[config.mk]
export PLATFORM = sky130hd
export DESIGN_NAME = phy_reg_bridge
export DESIGN_NICKNAME = d
export VERILOG_FILES = /design/src/rtl/phy_bridge_pkg.sv /design/src/rtl/phy_bridge_addr.sv /design/src/rtl/phy_bridge_seq.sv /design/src/rtl/phy_reg_bridge.sv
export SDC_FILE = /design/constraint.sdc
export NUM_CORES = 1
export LEC_CHECK = 0
export BUFFER_PORTS_ARGS = -buffer_cell sky130_fd_sc_hd__buf_2
export CAP_MARGIN = 20
export CORE_MARGIN = 5
export CORE_UTILIZATION = 50
export CTS_CLUSTER_SIZE = 40
export DETAILED_ROUTE_END_ITERATION = 6
export PLACE_DENSITY = 0.85
export SLEW_MARGIN = 20
export SYNTH_ARGS = -nofsm -noshare
export SYNTH_HDL_FRONTEND = slang
export SYNTH_SLANG_ARGS = --single-unit
[constraint.sdc]
create_clock -name clk_i -period 6.06 [get_ports clk_i]
set_input_delay 1.818 -clock clk_i [delete_from_list [all_inputs] [get_ports clk_i]]
set_output_delay 1.818 -clock clk_i [all_outputs]
set_load 0.01 [all_outputs]
[src/rtl/phy_bridge_pkg.sv]
package phy_bridge_pkg;
  typedef enum logic [2:0] {
    ST_IDLE,
    ST_CTRL,
    ST_SEL,
    ST_FETCH,
    ST_FIN
  } bridge_st_e;
endpackage

[src/rtl/phy_bridge_addr.sv]
module phy_bridge_addr #(
  parameter int unsigned PHY_W     = 3,
  parameter int unsigned PHY_MAX   = 4,
  parameter int unsigned REG_IN_W  = 8,
  parameter int unsigned ADDR_W    = 16,
  parameter int unsigned SEL_SHIFT = 9,
  parameter logic [ADDR_W-1:0] WIN_BASE = 16'h8000
) (
  input  logic [PHY_W-1:0]    phy_i,
  input  logic [REG_IN_W-1:0] reg_i,
  output logic [ADDR_W-1:0]   addr_o,
  output logic                phy_ok_o
);
  localparam int unsigned REG_FIELD_W = 5;
  localparam logic [PHY_W:0] PHY_LIMIT = (PHY_W+1)'(PHY_MAX);

  logic [ADDR_W-1:0] sel_onehot;
  logic [ADDR_W-1:0] reg_field;
  logic              unused_reg_hi;

  for (genvar g = 0; g < ADDR_W; g++) begin : g_sel
    if (g >= SEL_SHIFT && g <= SEL_SHIFT + PHY_MAX) begin : g_on
      localparam logic [PHY_W-1:0] PHY_ID = PHY_W'(g - SEL_SHIFT);
      assign sel_onehot[g] = (phy_i == PHY_ID);
    end else begin : g_off
      assign sel_onehot[g] = 1'b0;
    end
  end

  assign reg_field     = ADDR_W'(reg_i[REG_FIELD_W-1:0]);
  assign unused_reg_hi = ^reg_i[REG_IN_W-1:REG_FIELD_W];
  assign addr_o        = WIN_BASE | sel_onehot | reg_field;
  assign phy_ok_o      = ({1'b0, phy_i} <= PHY_LIMIT);
endmodule

[src/rtl/phy_bridge_seq.sv]
module phy_bridge_seq
  import phy_bridge_pkg::*;
#(
  parameter int unsigned ADDR_W = 16,
  parameter int unsigned DATA_W = 16,
  parameter logic [ADDR_W-1:0] CTRL_ADDR = 16'h8028,
  parameter logic [ADDR_W-1:0] DATA_ADDR = 16'h8029
) (
  input  logic              clk_i,
  input  logic              rst_ni,
  input  logic              start_i,
  input  logic              phy_ok_i,
  input  logic              write_i,
  input  logic [DATA_W-1:0] wdata_i,
  input  logic [ADDR_W-1:0] sel_addr_i,
  output logic              ready_o,
  output logic              done_o,
  output logic              err_o,
  output logic [DATA_W-1:0] rdata_o,
  output logic              dn_req_o,
  output logic              dn_write_o,
  output logic [ADDR_W-1:0] dn_addr_o,
  output logic [DATA_W-1:0] dn_wdata_o,
  input  logic              dn_ack_i,
  input  logic              dn_err_i,
  input  logic [DATA_W-1:0] dn_rdata_i
);
  bridge_st_e        st_q;
  logic              err_q;
  logic [DATA_W-1:0] rdata_q;

  always_ff @(posedge clk_i or negedge rst_ni) begin
    if (!rst_ni) begin
      st_q    <= ST_IDLE;
      err_q   <= 1'b0;
      rdata_q <= '0;
    end else begin
      unique case (st_q)
        ST_IDLE: if (start_i) begin
          rdata_q <= '0;
          err_q   <= !phy_ok_i;
          st_q    <= phy_ok_i ? ST_CTRL : ST_FIN;
        end
        ST_CTRL: if (dn_ack_i) begin
          err_q <= dn_err_i;
          st_q  <= dn_err_i ? ST_FIN : ST_SEL;
        end
        ST_SEL: if (dn_ack_i) begin
          err_q <= dn_err_i;
          st_q  <= (dn_err_i || write_i) ? ST_FIN : ST_FETCH;
        end
        ST_FETCH: if (dn_ack_i) begin
          err_q <= dn_err_i;
          if (!dn_err_i) rdata_q <= dn_rdata_i;
          st_q  <= ST_FIN;
        end
        ST_FIN:  st_q <= ST_IDLE;
        default: st_q <= ST_IDLE;
      endcase
    end
  end

  always_comb begin
    dn_req_o   = 1'b0;
    dn_write_o = 1'b0;
    dn_addr_o  = '0;
    dn_wdata_o = '0;
    unique case (st_q)
      ST_CTRL: begin
        dn_req_o   = 1'b1;
        dn_write_o = 1'b1;
        dn_addr_o  = CTRL_ADDR;
        dn_wdata_o = DATA_W'(!write_i);
      end
      ST_SEL: begin
        dn_req_o   = 1'b1;
        dn_write_o = 1'b1;
        dn_addr_o  = sel_addr_i;
        dn_wdata_o = write_i ? wdata_i : '0;
      end
      ST_FETCH: begin
        dn_req_o   = 1'b1;
        dn_addr_o  = DATA_ADDR;
      end
      default: ;
    endcase
  end

  assign ready_o = (st_q == ST_IDLE);
  assign done_o  = (st_q == ST_FIN);
  assign err_o   = done_o & err_q;
  assign rdata_o = rdata_q;
endmodule

[src/rtl/phy_reg_bridge.sv]
module phy_reg_bridge #(
  parameter int unsigned PHY_W     = 3,
  parameter int unsigned PHY_MAX   = 4,
  parameter int unsigned REG_IN_W  = 8,
  parameter int unsigned ADDR_W    = 16,
  parameter int unsigned DATA_W    = 16,
  parameter int unsigned SEL_SHIFT = 9,
  parameter logic [ADDR_W-1:0] WIN_BASE  = 16'h8000,
  parameter logic [ADDR_W-1:0] CTRL_ADDR = 16'h8028,
  parameter logic [ADDR_W-1:0] DATA_ADDR = 16'h8029
) (
  input  logic                clk_i,
  input  logic                rst_ni,
  input  logic                req_valid_i,
  output logic                req_ready_o,
  input  logic                req_write_i,
  input  logic [PHY_W-1:0]    req_phy_i,
  input  logic [REG_IN_W-1:0] req_reg_i,
  input  logic [DATA_W-1:0]   req_wdata_i,
  output logic                done_o,
  output logic                err_o,
  output logic [DATA_W-1:0]   rdata_o,
  output logic                dn_req_o,
  output logic                dn_write_o,
  output logic [ADDR_W-1:0]   dn_addr_o,
  output logic [DATA_W-1:0]   dn_wdata_o,
  input  logic                dn_ack_i,
  input  logic                dn_err_i,
  input  logic [DATA_W-1:0]   dn_rdata_i
);
  logic              accept;
  logic              phy_ok;
  logic [ADDR_W-1:0] sel_addr;
  logic [ADDR_W-1:0] sel_addr_q;
  logic              write_q;
  logic [DATA_W-1:0] wdata_q;

  assign accept = req_valid_i & req_ready_o;

  phy_bridge_addr #(
    .PHY_W(PHY_W), .PHY_MAX(PHY_MAX), .REG_IN_W(REG_IN_W),
    .ADDR_W(ADDR_W), .SEL_SHIFT(SEL_SHIFT), .WIN_BASE(WIN_BASE)
  ) u_addr (
    .phy_i(req_phy_i),
    .reg_i(req_reg_i),
    .addr_o(sel_addr),
    .phy_ok_o(phy_ok)
  );

  always_ff @(posedge clk_i or negedge rst_ni) begin
    if (!rst_ni) begin
      sel_addr_q <= '0;
      write_q    <= 1'b0;
      wdata_q    <= '0;
    end else if (accept) begin
      sel_addr_q <= sel_addr;
      write_q    <= req_write_i;
      wdata_q    <= req_wdata_i;
    end
  end

  phy_bridge_seq #(
    .ADDR_W(ADDR_W), .DATA_W(DATA_W),
    .CTRL_ADDR(CTRL_ADDR), .DATA_ADDR(DATA_ADDR)
  ) u_seq (
    .clk_i(clk_i),
    .rst_ni(rst_ni),
    .start_i(accept),
    .phy_ok_i(phy_ok),
    .write_i(write_q),
    .wdata_i(wdata_q),
    .sel_addr_i(sel_addr_q),
    .ready_o(req_ready_o),
    .done_o(done_o),
    .err_o(err_o),
    .rdata_o(rdata_o),
    .dn_req_o(dn_req_o),
    .dn_write_o(dn_write_o),
    .dn_addr_o(dn_addr_o),
    .dn_wdata_o(dn_wdata_o),
    .dn_ack_i(dn_ack_i),
    .dn_err_i(dn_err_i),
    .dn_rdata_i(dn_rdata_i)
  );
endmodule

# Word level (Yosys, flattened, before mapping)
# Index checks and enable logic that the tools add are counted.
# word_totals
ff_bits	53
in_bits	49
output_inout_bits	53
# op_classes
magnitude_cmp	1
n_eq_ne	14
n_mux	20
n_bitwise	3
n_reduce_logical	12
# op_table
operator	n
16-bit two-way mux	4
16-bit one-hot mux with 2 select lines	2
16-bit one-hot mux with 3 select lines	1
3-bit two-way mux	7
16-bit by 5-bit OR with 16-bit output	1
3-bit by 2-bit == test with 1-bit output (second input constant)	4
3-bit one-hot mux with 4 select lines	1
2-bit != test (second input constant)	4
4-bit AND reduction	2
3-bit by 1-bit == test with 1-bit output (second input constant)	2
3-bit == test (second input constant)	2
3-bit logical NOT	2
1-bit two-way mux	4
2-bit by 1-bit != test with 1-bit output (second input constant)	2
2-bit nonzero test	2
3-bit less-or-equal comparator (second input constant)	1
3-bit AND reduction	1
3-bit OR reduction	1
1-bit AND	2
1-bit logical NOT	2
1-bit one-hot mux with 2 select lines	1
2-bit OR reduction	1
1-bit logical OR	1

# Depth between registers and ports, before layout
# Gate-level depths: netlist (run 1).
# depth
word_depth	4
ltp_mapped	6
mapped_depth_nobuf	3

# Hierarchy
# From an unflattened synthesis (run 1), not the netlist that was laid out.
# hier_totals
cells_unflattened	235
hier_area_um2	2753.9
# by_module_without_submodules
mod	n_inst	cells_per_inst	area_per_inst_um2	seq_area_each_um2
phy_reg_bridge	1	71	1350.0	825.8
phy_bridge_seq	1	145	1271.2	500.5
phy_bridge_addr	1	19	132.6	0.0

# Worst setup path after synthesis (run 1)
# No wires, ideal clock.
# synth_path
path_type	reg-to-output
startpoint	reg u_seq.st_q[1]
endpoint	out dn_addr_o[10]
arrival_ns	1.464
required_time_ns	4.242
path_slack_ns	2.778
stages_incl_launch_ff	5
path_cell_list	dfrtp_1 > clkbuf_1 > clkbuf_1 > nor3b_1 > and2_1
# synth_via
elab_chain_len	2
# synth_lines
element	line	source
start, declared	phy_bridge_seq.sv:28	bridge_st_e st_q;
start signal, assigned	phy_bridge_seq.sv:42	st_q <= phy_ok_i ? ST_CTRL : ST_FIN;
start signal, assigned	phy_bridge_seq.sv:46	st_q <= dn_err_i ? ST_FIN : ST_SEL;
start signal, assigned	phy_bridge_seq.sv:50	st_q <= (dn_err_i || write_i) ? ST_FIN : ST_FETCH;
3-bit by 2-bit == test with 1-bit output or 3-bit by 1-bit == test with 1-bit output (tied branches)	phy_bridge_seq.sv:68	unique case (st_q)
16-bit one-hot mux with 3 select lines (*)	phy_bridge_seq.sv:68	
end, declared	phy_reg_bridge.sv:25	output logic [ADDR_W-1:0] dn_addr_o,
# Mark *: on every way between the ends. The rest lies on a longest branch, timed or not.

# Final worst setup path (run 1)
# layout_path
startpoint	reg u_seq.st_q[1]
endpoint	out dn_addr_o[11]
# Same word-level chain as after synthesis.

==> results.cfg, run 1 <==
[yosys]
synth_top_family_by_area = simple AND/OR/NAND/NOR gates
synthMuxAreaShare_pct = 1.429
synth.area.top_cells = dfrtp_1 55%, nand2_1 12%, and2_1 7.1%
async_flop_share_pct = 100.0
synthAdderAreaFrac_pct = 0
synth_top_area_share_pct = 54.89
synth_compound_area_share_pct = 12.58
synth_edf_count = 0
synthXorXnorAreaFrac_pct = 0
synth_top_cell_by_area = dfrtp_1
avgSynthCellArea_um2 = 9.640
ys.flop_type = dfrtp_1
syn_inst = 227
ys_seq_area_share_pct = 54.89
ys_warn_count = 0
syn_area_um2 = 2188
synth_common_cells = 72 x nand2_1, 48 x dfrtp_1, 25 x and2_1
synth.ff_latch_count = 48
yosys.area_share.simple_pct = 25.79
synth_most_common_cell = nand2_1
yosysUniqueCellTypes = 33

[power_and_ir_drop]
power_frac_seq_pct = 45.9
fin_total_pwr_mw = 1.130
comb_power_share_pct = 37.8
p_clk_share_pct = 16.3
internal_power_mw = 0.6936
switching_power_mw = 0.4362
power.leakage_nw = 1.572
p_sw_share_pct = 38.61
peakVddDrop_mv = 0.1810
p_per_area_nw_per_um2 = 409.5

[floorplanning]
coreArea_um2 = 4294
ios = 102
die-area_um2 = 5800
die_h_um = 76.16
dieWidth_um = 76.16
core.rowCount = 24
start_util_pct = 50.96

[setup_path]
end_kind = output pin
critical_path_class = reg2out
cp-start-kind = flop
rrSetupSlack_ns = 3.74
crit_path_max_fanout = 18
cp.arrival_ns = 1.99
required_ns = 4.24

[clocking]
cts_tree = done
ctsResizeCount = 0
worstSkewPairLatency_ns = 0.29
clk_path_buf_depth = 2
clk_pin_slew_worst_paths_ns = 0.08
root_buffer = clkbuf_8
cts_hold_buf = 0
cts_buffers = 5
post-cts-setup-buffers = 0
cts_sinks = 48
cts_htree_levels = 2

[final_layout]
n_antenna_cell = 0
fill_cells = 377
area_growth_pct = 26.07
fin_cells = 368
nNetsFinal = 364
drive_gt1_share_pct = 34.49
final_area_um2 = 2759

[global_routing]
grt_pass1_vias = 1819
grt_pass1_wl_um = 8838
grt_overflow = 0
grt_use_total_pct = 18.63
grt_max_degree = 49
antenna_found_initial = 0

[placed_design]
gp_congestion = 0.7995
port_buffers = 94
post-dp-hpwl_um = 3746
postPlaceCellArea_um2 = 2669
numPlacedInstances = 360

[drt]
wl_um = 5289
antenna_left = 0
via_count = 1863
wire_per_inst_um = 14.37
vias_per_cell = 5.063
drt_first_pass_iters = 4
drc = 0
first_iter_violations = 162

[sta]
drv_slew = 0
finalSetupViolCount = 0
tightest_slew_ns = 1.062
hold_violations = 0
timing.fmax_mhz = 262.6
finalCritPeriodShare_pct = 62.84
max-slew-margin-rel_pct = 29.18
rsz0062_at_grt = false
final.setup.tns_ns = 0
period_needed_ns = 3.808
clock-skew-final_ns = 0.003861

[flow_run]
drv_cap = 0

[run_status]
outcome = completed

[hold_path]
hp-class = reg2reg
## final cells by class
type	instances	area, um^2	share of cell area [%]
Sequential cell	48	1201	43.54
Multi-Input combinational cell	159	897.1	32.52
Timing Repair Buffer	97	495.5	17.96
Clock buffer	7	76.32	2.766
Tap cell	52	65.06	2.358
Inverter	4	15.01	0.5442
Clock inverter	1	8.758	0.3175
## flip-flops by register name, summed over array words and instances (netlist names)
name           cells
sel_addr_q        11
wdata_q           16
write_q            1
u_seq.rdata_o     16
u_seq.err_q        1
u_seq.st_q         3
## per-stage QoR
| stage | hold slack [ns] | setup WS (ns) | util (%) |
|---|---|---|---|
| 2_1_floorplan | 0.4304 | 2.778 | - |
| 3_3_place_gp | 0.4444 | 2.608 | 62.15 |
| 3_5_place_dp | 0.4522 | 2.516 | 62.15 |
| 4_1_cts | 0.4761 | 2.247 | 64.13 |
| 5_1_grt | 0.4852 | 2.046 | 64.25 |
| 6_report | 0.4711 | 2.252 | 64.25 |
## layout by cell type (no fill, tap or decap), types with 3 or more instances in the layout
cell type  instances
a22o_1            16
and2_1            25
buf_2             93
buf_4              4
clkbuf_8           5
conb_1             4
dfrtp_1           48
inv_1              4
nand2_1           72
nand2b_1           5
nor2_1             3
o21ai_0            6
o41ai_1            5
## critical path, stage by stage, from the launching register on
cell and delay (ns):
dfrtp_1 0.67, nor3b_1 0.67, and2_1 0.23, buf_2 0.13
## per-layer routing
metal  vias up  wire length [um]  global-route usage [%]
li1        915                 -                       -
met1       870              2186                   23.56
met2        72              2694                   30.31
met3         6               336                   4.965
met4         0                72                   7.343
met5         -                 0                       0
## power by group through the flow
stage               Combinational (mW)  Clock (mW)  Sequential (mW)
finish                           0.427       0.184            0.519
global route                     0.482       0.205            0.537
CTS                              0.434       0.192            0.518
detailed placement               0.433           0            0.522
global placement                 0.419           0            0.516
floorplan                        0.322           0            0.478
## worst paths after layout
path	from	to	depth (start not counted)
min in group asynchronous	rst_ni	sel_addr_q[4]	1
max in group asynchronous	rst_ni	sel_addr_q[9]	1
hold / removal	wdata_q[2]	wdata_q[2]	2
hold reg to reg	wdata_q[2]	wdata_q[2]	2
setup reg to reg	u_seq.st_q[0]	sel_addr_q[9]	2
setup / recovery	u_seq.st_q[1]	dn_addr_o[11]	3
## cell families (layout without fill, tap and decap cells)
group                  count (synthesis)  in the layout
AND/OR/NAND/NOR                      117            117
AO/OA/AOI/OAI                         35             35
other                                  1              4
multiplexers                           3              3
flip-flops                            48             48
buffers and inverters                 23            109
No activity file was read; power rests on OpenSTA's default activity.
==> run 2, diff against run 1 <==
--- a/config.mk
+++ b/config.mk
@@ -8,10 +8,10 @@
 export BUFFER_PORTS_ARGS = -buffer_cell sky130_fd_sc_hd__buf_2
 export CAP_MARGIN = 20
 export CORE_MARGIN = 5
-export CORE_UTILIZATION = 50
+export CORE_UTILIZATION = 42
 export CTS_CLUSTER_SIZE = 40
 export DETAILED_ROUTE_END_ITERATION = 6
-export PLACE_DENSITY = 0.85
+export PLACE_DENSITY = 0.76
 export SLEW_MARGIN = 20
 export SYNTH_ARGS = -nofsm -noshare
 export SYNTH_HDL_FRONTEND = slang
==> constraint.sdc (replaced) <==
create_clock -name clk_i -period 3.2 [get_ports clk_i]
set_input_delay 0.96 -clock clk_i [delete_from_list [all_inputs] [get_ports clk_i]]
set_output_delay 0.96 -clock clk_i [all_outputs]
set_load 0.01 [all_outputs]
==> results.cfg, run 2 (synthesized netlist as in run 1, its figures left out) <==
[clocking]
cts_hold_buf = 0
clk_pin_slew_worst_paths_ns = 0.09
ctsResizeCount = 0
clk_path_buf_depth = 2
worstSkewPairLatency_ns = 0.29
root_buffer = clkbuf_8
cts_tree = done
post-cts-setup-buffers = 0
cts_buffers = 5
cts_sinks = 48
cts_htree_levels = 2

[global_routing]
grt_max_degree = 33
use_met3_pct = 4.230
grt_overflow = 0
grt_pass1_wl_um = 8507
grt_use_total_pct = 16.28
antenna_found_initial = 0
grtUsageMet2_pct = 28.29
grt_pass1_vias = 1832
grt_use_met1_pct = 19.67
grt_most_used_layer = met2

[final_layout]
nNetsFinal = 368
fill_cells = 481
drive_gt1_share_pct = 35.63
n_antenna_cell = 0
layout_common_cells = 94 x buf_2, 72 x nand2_1, 48 x dfrtp_1, 25 x and2_1, 16 x a22o_1
final_common_cell = buf_2
area_growth_pct = 29.39

[sta]
drv_slew = 0
hold_violations = 0
hold_slack_ns = 0.4667
finalCritPeriodShare_pct = 89.27
finalSetupViolCount = 0
clock-skew-final_ns = 0.008310
period_needed_ns = 2.857
timing.fmax_mhz = 350.1
final.setup.tns_ns = 0
max-slew-margin-rel_pct = 48.48
tightest_slew_ns = 0.7711
rsz0062_at_grt = false

[placed_design]
gp_congestion = 0.8266
port_buffers = 94
post-dp-hpwl_um = 4087

[setup_path]
rrSetupSlack_ns = 1.38
crit_path_max_fanout = 12
end_kind = output pin
r2r-end = sel_addr_q[12]
critical_path_class = reg2out
cp-startpoint = u_seq.st_q[2]
endpoint = dn_addr_o[10]
required_ns = 2.24
cp-start-kind = flop
cp.arrival_ns = 1.90
r2r-start = u_seq.st_q[2]
reg2regPathDepth = 3

[drt]
via_count = 1913
antenna_left = 0
drc = 0
vias_per_cell = 4.905
wl_um = 5660
first_iter_violations = 55
wire_per_inst_um = 14.51
drt_first_pass_iters = 4

[floorplanning]
ios = 102
core.rowCount = 26
dieWidth_um = 82.18
coreArea_um2 = 5075
start_util_pct = 43.12
die_h_um = 82.18
die-area_um2 = 6754

[power_and_ir_drop]
p_per_area_nw_per_um2 = 800.0
fin_total_pwr_mw = 2.265
peakVddDrop_mv = 0.4524
power.leakage_nw = 1.604

[hold_path]
hp-class = reg2reg

[run_status]
outcome = completed

[flow_run]
drv_cap = 0
==> run 2: cell types whose count changed in the layout (fill, tap and decap cells not counted), sizes merged <==
cell    before  now
clkbuf       7    6
buf         97  101
bufinv       0    1
==> run 2: power by group <==
group | internal, mW | leakage (nW) | switching, mW
combinational | 0.369 | 0.927 | 0.529
sequential | 0.810 | 0.622 | 0.127
clock | 0.232 | 0.0552 | 0.198
total | 1.41 | 1.60 | 0.854
==> run 2: how the worst min path moves through the flow <==
stage / from / endpoint / slack [ns] / depth (start not counted)
2_1_floorplan: sel_addr_q[13] / sel_addr_q[13] / 0.43 / 2
3_3_place_gp: sel_addr_q[13] / sel_addr_q[13] / 0.44 / 2
3_5_place_dp: sel_addr_q[9] / sel_addr_q[9] / 0.45 / 2
4_1_cts: sel_addr_q[9] / sel_addr_q[9] / 0.47 / 2
5_1_grt: sel_addr_q[11] / sel_addr_q[11] / 0.50 / 2
6_report: sel_addr_q[9] / sel_addr_q[9] / 0.47 / 2
==> run 2: metrics by stage <==
stage | std cells | area (um^2) | utilization, % | worst slack [ns]
finish | 390 | 2831 | 55.79 | 0.3433
global route | 390 | 2831 | 55.79 | 0.2098
CTS | 390 | 2829 | 55.74 | 0.3235
detailed placement | 382 | 2721 | 53.62 | 0.6536
global placement | 382 | 2721 | 53.62 | 0.6751
floorplan | 230 | 2200 | - | 0.7760
==> run 2: critical path, stage by stage (launching register included) <==
cell and delay [ns]:
dfrtp_1 0.53, nor3b_1 0.71, and2_1 0.23, buf_2 0.13
==> run 2: layout make-up <==
class / instances / area [um^2] / area share, %
Tap cell: 70 / 87.58 / 3.093
Sequential cell: 48 / 1201 / 42.42
Inverter: 4 / 15.01 / 0.5303
Clock buffer: 6 / 72.57 / 2.563
Timing Repair Buffer: 101 / 523.0 / 18.47
Multi-Input combinational cell: 159 / 897.1 / 31.68
Clock inverter: 2 / 35.03 / 1.237
==> run 2: per-layer routing <==
metal | up-vias | routed length (um)
met5 | - | 0
met4 | 0 | 59
met3 | 6 | 354
met2 | 57 | 2921
met1 | 922 | 2325
li1 | 928 | -
==> run 3, diff against run 2 <==
--- a/config.mk
+++ b/config.mk
@@ -5,13 +5,14 @@
 export SDC_FILE = /design/constraint.sdc
 export NUM_CORES = 1
 export LEC_CHECK = 0
+export ABC_AREA = 1
 export BUFFER_PORTS_ARGS = -buffer_cell sky130_fd_sc_hd__buf_2
 export CAP_MARGIN = 20
 export CORE_MARGIN = 5
 export CORE_UTILIZATION = 42
 export CTS_CLUSTER_SIZE = 40
 export DETAILED_ROUTE_END_ITERATION = 6
-export PLACE_DENSITY = 0.76
+export PLACE_DENSITY = 0.75
 export SLEW_MARGIN = 20
 export SYNTH_ARGS = -nofsm -noshare
 export SYNTH_HDL_FRONTEND = slang
==> results.cfg, run 3 <==
[placed_design]
post-dp-hpwl_um = 4135
gp_congestion = 0.8771
port_buffers = 94

[sta]
finalSetupViolCount = 0
period_needed_ns = 2.637
rsz0062_at_grt = false
drv_slew = 0
tightest_slew_ns = 0.6442
finalCritPeriodShare_pct = 82.42
hold_violations = 0
timing.fmax_mhz = 379.2
max-slew-margin-rel_pct = 57.05
clock-skew-final_ns = 0.003281
final.setup.tns_ns = 0

[yosys]
synth_top_family_by_area = simple AND/OR/NAND/NOR gates
syn_inst = 303
async_flop_share_pct = 100.0
synthMuxAreaShare_pct = 0
yosys.area_share.simple_pct = 36.48
syn_area_um2 = 2318
synth_top_cell_by_area = dfrtp_1
ys.flop_type = dfrtp_1
avgSynthCellArea_um2 = 7.652
ys_warn_count = 0
synth_most_common_cell = nand2_1
yosysUniqueCellTypes = 20
synth_common_cells = 117 x nand2_1, 48 x dfrtp_1, 40 x nand3_1
synth.area.top_cells = dfrtp_1 52%, nand2_1 19%, nand3_1 8.6%
synth_edf_count = 0
synth_compound_area_share_pct = 2.806
synthXorXnorAreaFrac_pct = 0
synthAdderAreaFrac_pct = 0
synth_top_area_share_pct = 51.81
ys_seq_area_share_pct = 51.81
synth.ff_latch_count = 48

[setup_path]
crit_path_max_fanout = 12
r2r-end = u_seq.rdata_o[4]
slowest_stage = dfrtp_1
worst-path-stages = 6
required_ns = 2.24
cp-start-kind = flop
reg2regPathDepth = 5
cp.arrival_ns = 1.68
cp-startpoint = u_seq.st_q[0]
path_common_cell = inv_1
end_kind = output pin
rrSetupSlack_ns = 1.55
critical_path_class = reg2out
cpPeakStageDelay_ns = 0.45
r2r-start = u_seq.st_q[1]
cp_top_family = buffers and inverters
path_cells = inv_1 > nand3_2 > inv_1 > nand3_1 > o21ai_0 > buf_2
critPathBufInv = 3
endpoint = dn_wdata_o[0]

[floorplanning]
core.rowCount = 27
dieWidth_um = 84.30
die_h_um = 84.30
ios = 102
die-area_um2 = 7106
coreArea_um2 = 5439
start_util_pct = 42.63

[hold_path]
hp-class = reg2reg
hp-start = sel_addr_q[15]

[drt]
antenna_left = 0
via_count = 2191
first_iter_violations = 133
drc = 0
vias_per_cell = 4.702
wl_um = 5860
drt_first_pass_iters = 4
wire_per_inst_um = 12.58

[global_routing]
grt_use_total_pct = 16.91
antenna_found_initial = 0
grt_pass1_wl_um = 9832
grt_pass1_vias = 2110
grt_overflow = 0
grt_max_degree = 49

[run_status]
outcome = completed

[power_and_ir_drop]
peakVddDrop_mv = 0.3437
power.leakage_nw = 1.723
fin_total_pwr_mw = 1.990
p_per_area_nw_per_um2 = 687.9

[clocking]
ctsResizeCount = 0
cts_tree = done
root_buffer = clkbuf_8
cts_htree_levels = 2
cts_sinks = 48
post-cts-setup-buffers = 0
cts_hold_buf = 0
clk_path_buf_depth = 2
worstSkewPairLatency_ns = 0.29
cts_buffers = 5
clk_pin_slew_worst_paths_ns = 0.08

[final_layout]
final_common_cell = nand2_1
fill_cells = 547
n_antenna_cell = 0
nNetsFinal = 442
area_growth_pct = 24.77
layout_common_cells = 117 x nand2_1, 93 x buf_2, 48 x dfrtp_1, 40 x nand3_1, 35 x nor2_1
drive_gt1_share_pct = 28.68

[flow_run]
drv_cap = 0
[run 3: changes by cell type in the layout (fill, tap and decap cells not counted), sizes merged, moves of 3 or more]
cell	previous run	this run
nand2b	5	0
nand2	72	119
buf	101	98
and2	25	0
inv	4	22
nor2	3	39
a22o	16	0
o41ai	5	0
o21ai	6	12
nand3	0	41
[run 3: worst min path at each step]
stage / to / slack [ns] / depth (start not counted)
global placement: sel_addr_q[15] / 0.44 / 2
detailed placement: sel_addr_q[15] / 0.45 / 2
CTS: sel_addr_q[15] / 0.47 / 2
finish: sel_addr_q[15] / 0.47 / 2
floorplan: sel_addr_q[15] / 0.42 / 2
global route: sel_addr_q[15] / 0.50 / 2
[run 3: worst reg2reg max path, delay by kind of cell (launching register included)]
kind | cells | cell delay (ns)
AND/OR/NAND/NOR | 5 | 1.07
flip-flops | 1 | 0.47
[run 3: area by class of cell]
type | instances | area [um^2] | area share (%)
Clock buffer | 8 | 90.09 | 3.114
Inverter | 22 | 82.58 | 2.855
Multi-Input combinational cell | 218 | 925.9 | 32.01
Sequential cell | 48 | 1201 | 41.52
Tap cell | 72 | 90.09 | 3.114
Timing Repair Buffer | 98 | 503.0 | 17.39
[run 3: metal layers]
metal	share of wire [%]	GRT usage, %	wire, um
met5	0	0	0
met3	6.7	4.416	393
met2	48	28.55	2813
met4	1.6	4.971	93
met1	44	21.32	2560
[run 3: kinds of logic (layout without fill, tap and decap cells)]
logic type / count (synthesis) / after routing
flops: 48 / 48
buf+inv: 40 / 128
other cells: 1 / 4
simple gates: 201 / 201
compound gates: 13 / 13
[run 3: power by group]
| group | leakage [nW] | switching [mW] | internal, mW |
|---|---|---|---|
| combinational | 1.05 | 0.465 | 0.240 |
| clock | 0.0455 | 0.191 | 0.177 |
| sequential | 0.623 | 0.132 | 0.784 |
| total | 1.72 | 0.789 | 1.20 |
[run 3: metrics by stage]
stage | instance area [um^2] | hold WS [ns] | std cells | utilization [%] | setup WS [ns]
after global routing | 2893 | 0.4968 | 466 | 53.19 | 0.3984
final | 2893 | 0.4724 | 466 | 53.19 | 0.5627
after floorplan | 2330 | 0.4214 | 306 | - | 1.142
after CTS | 2890 | 0.4718 | 466 | 53.14 | 0.5246
after detailed placement | 2800 | 0.4496 | 458 | 51.48 | 0.8642
after global placement | 2800 | 0.4386 | 458 | 51.48 | 0.8991
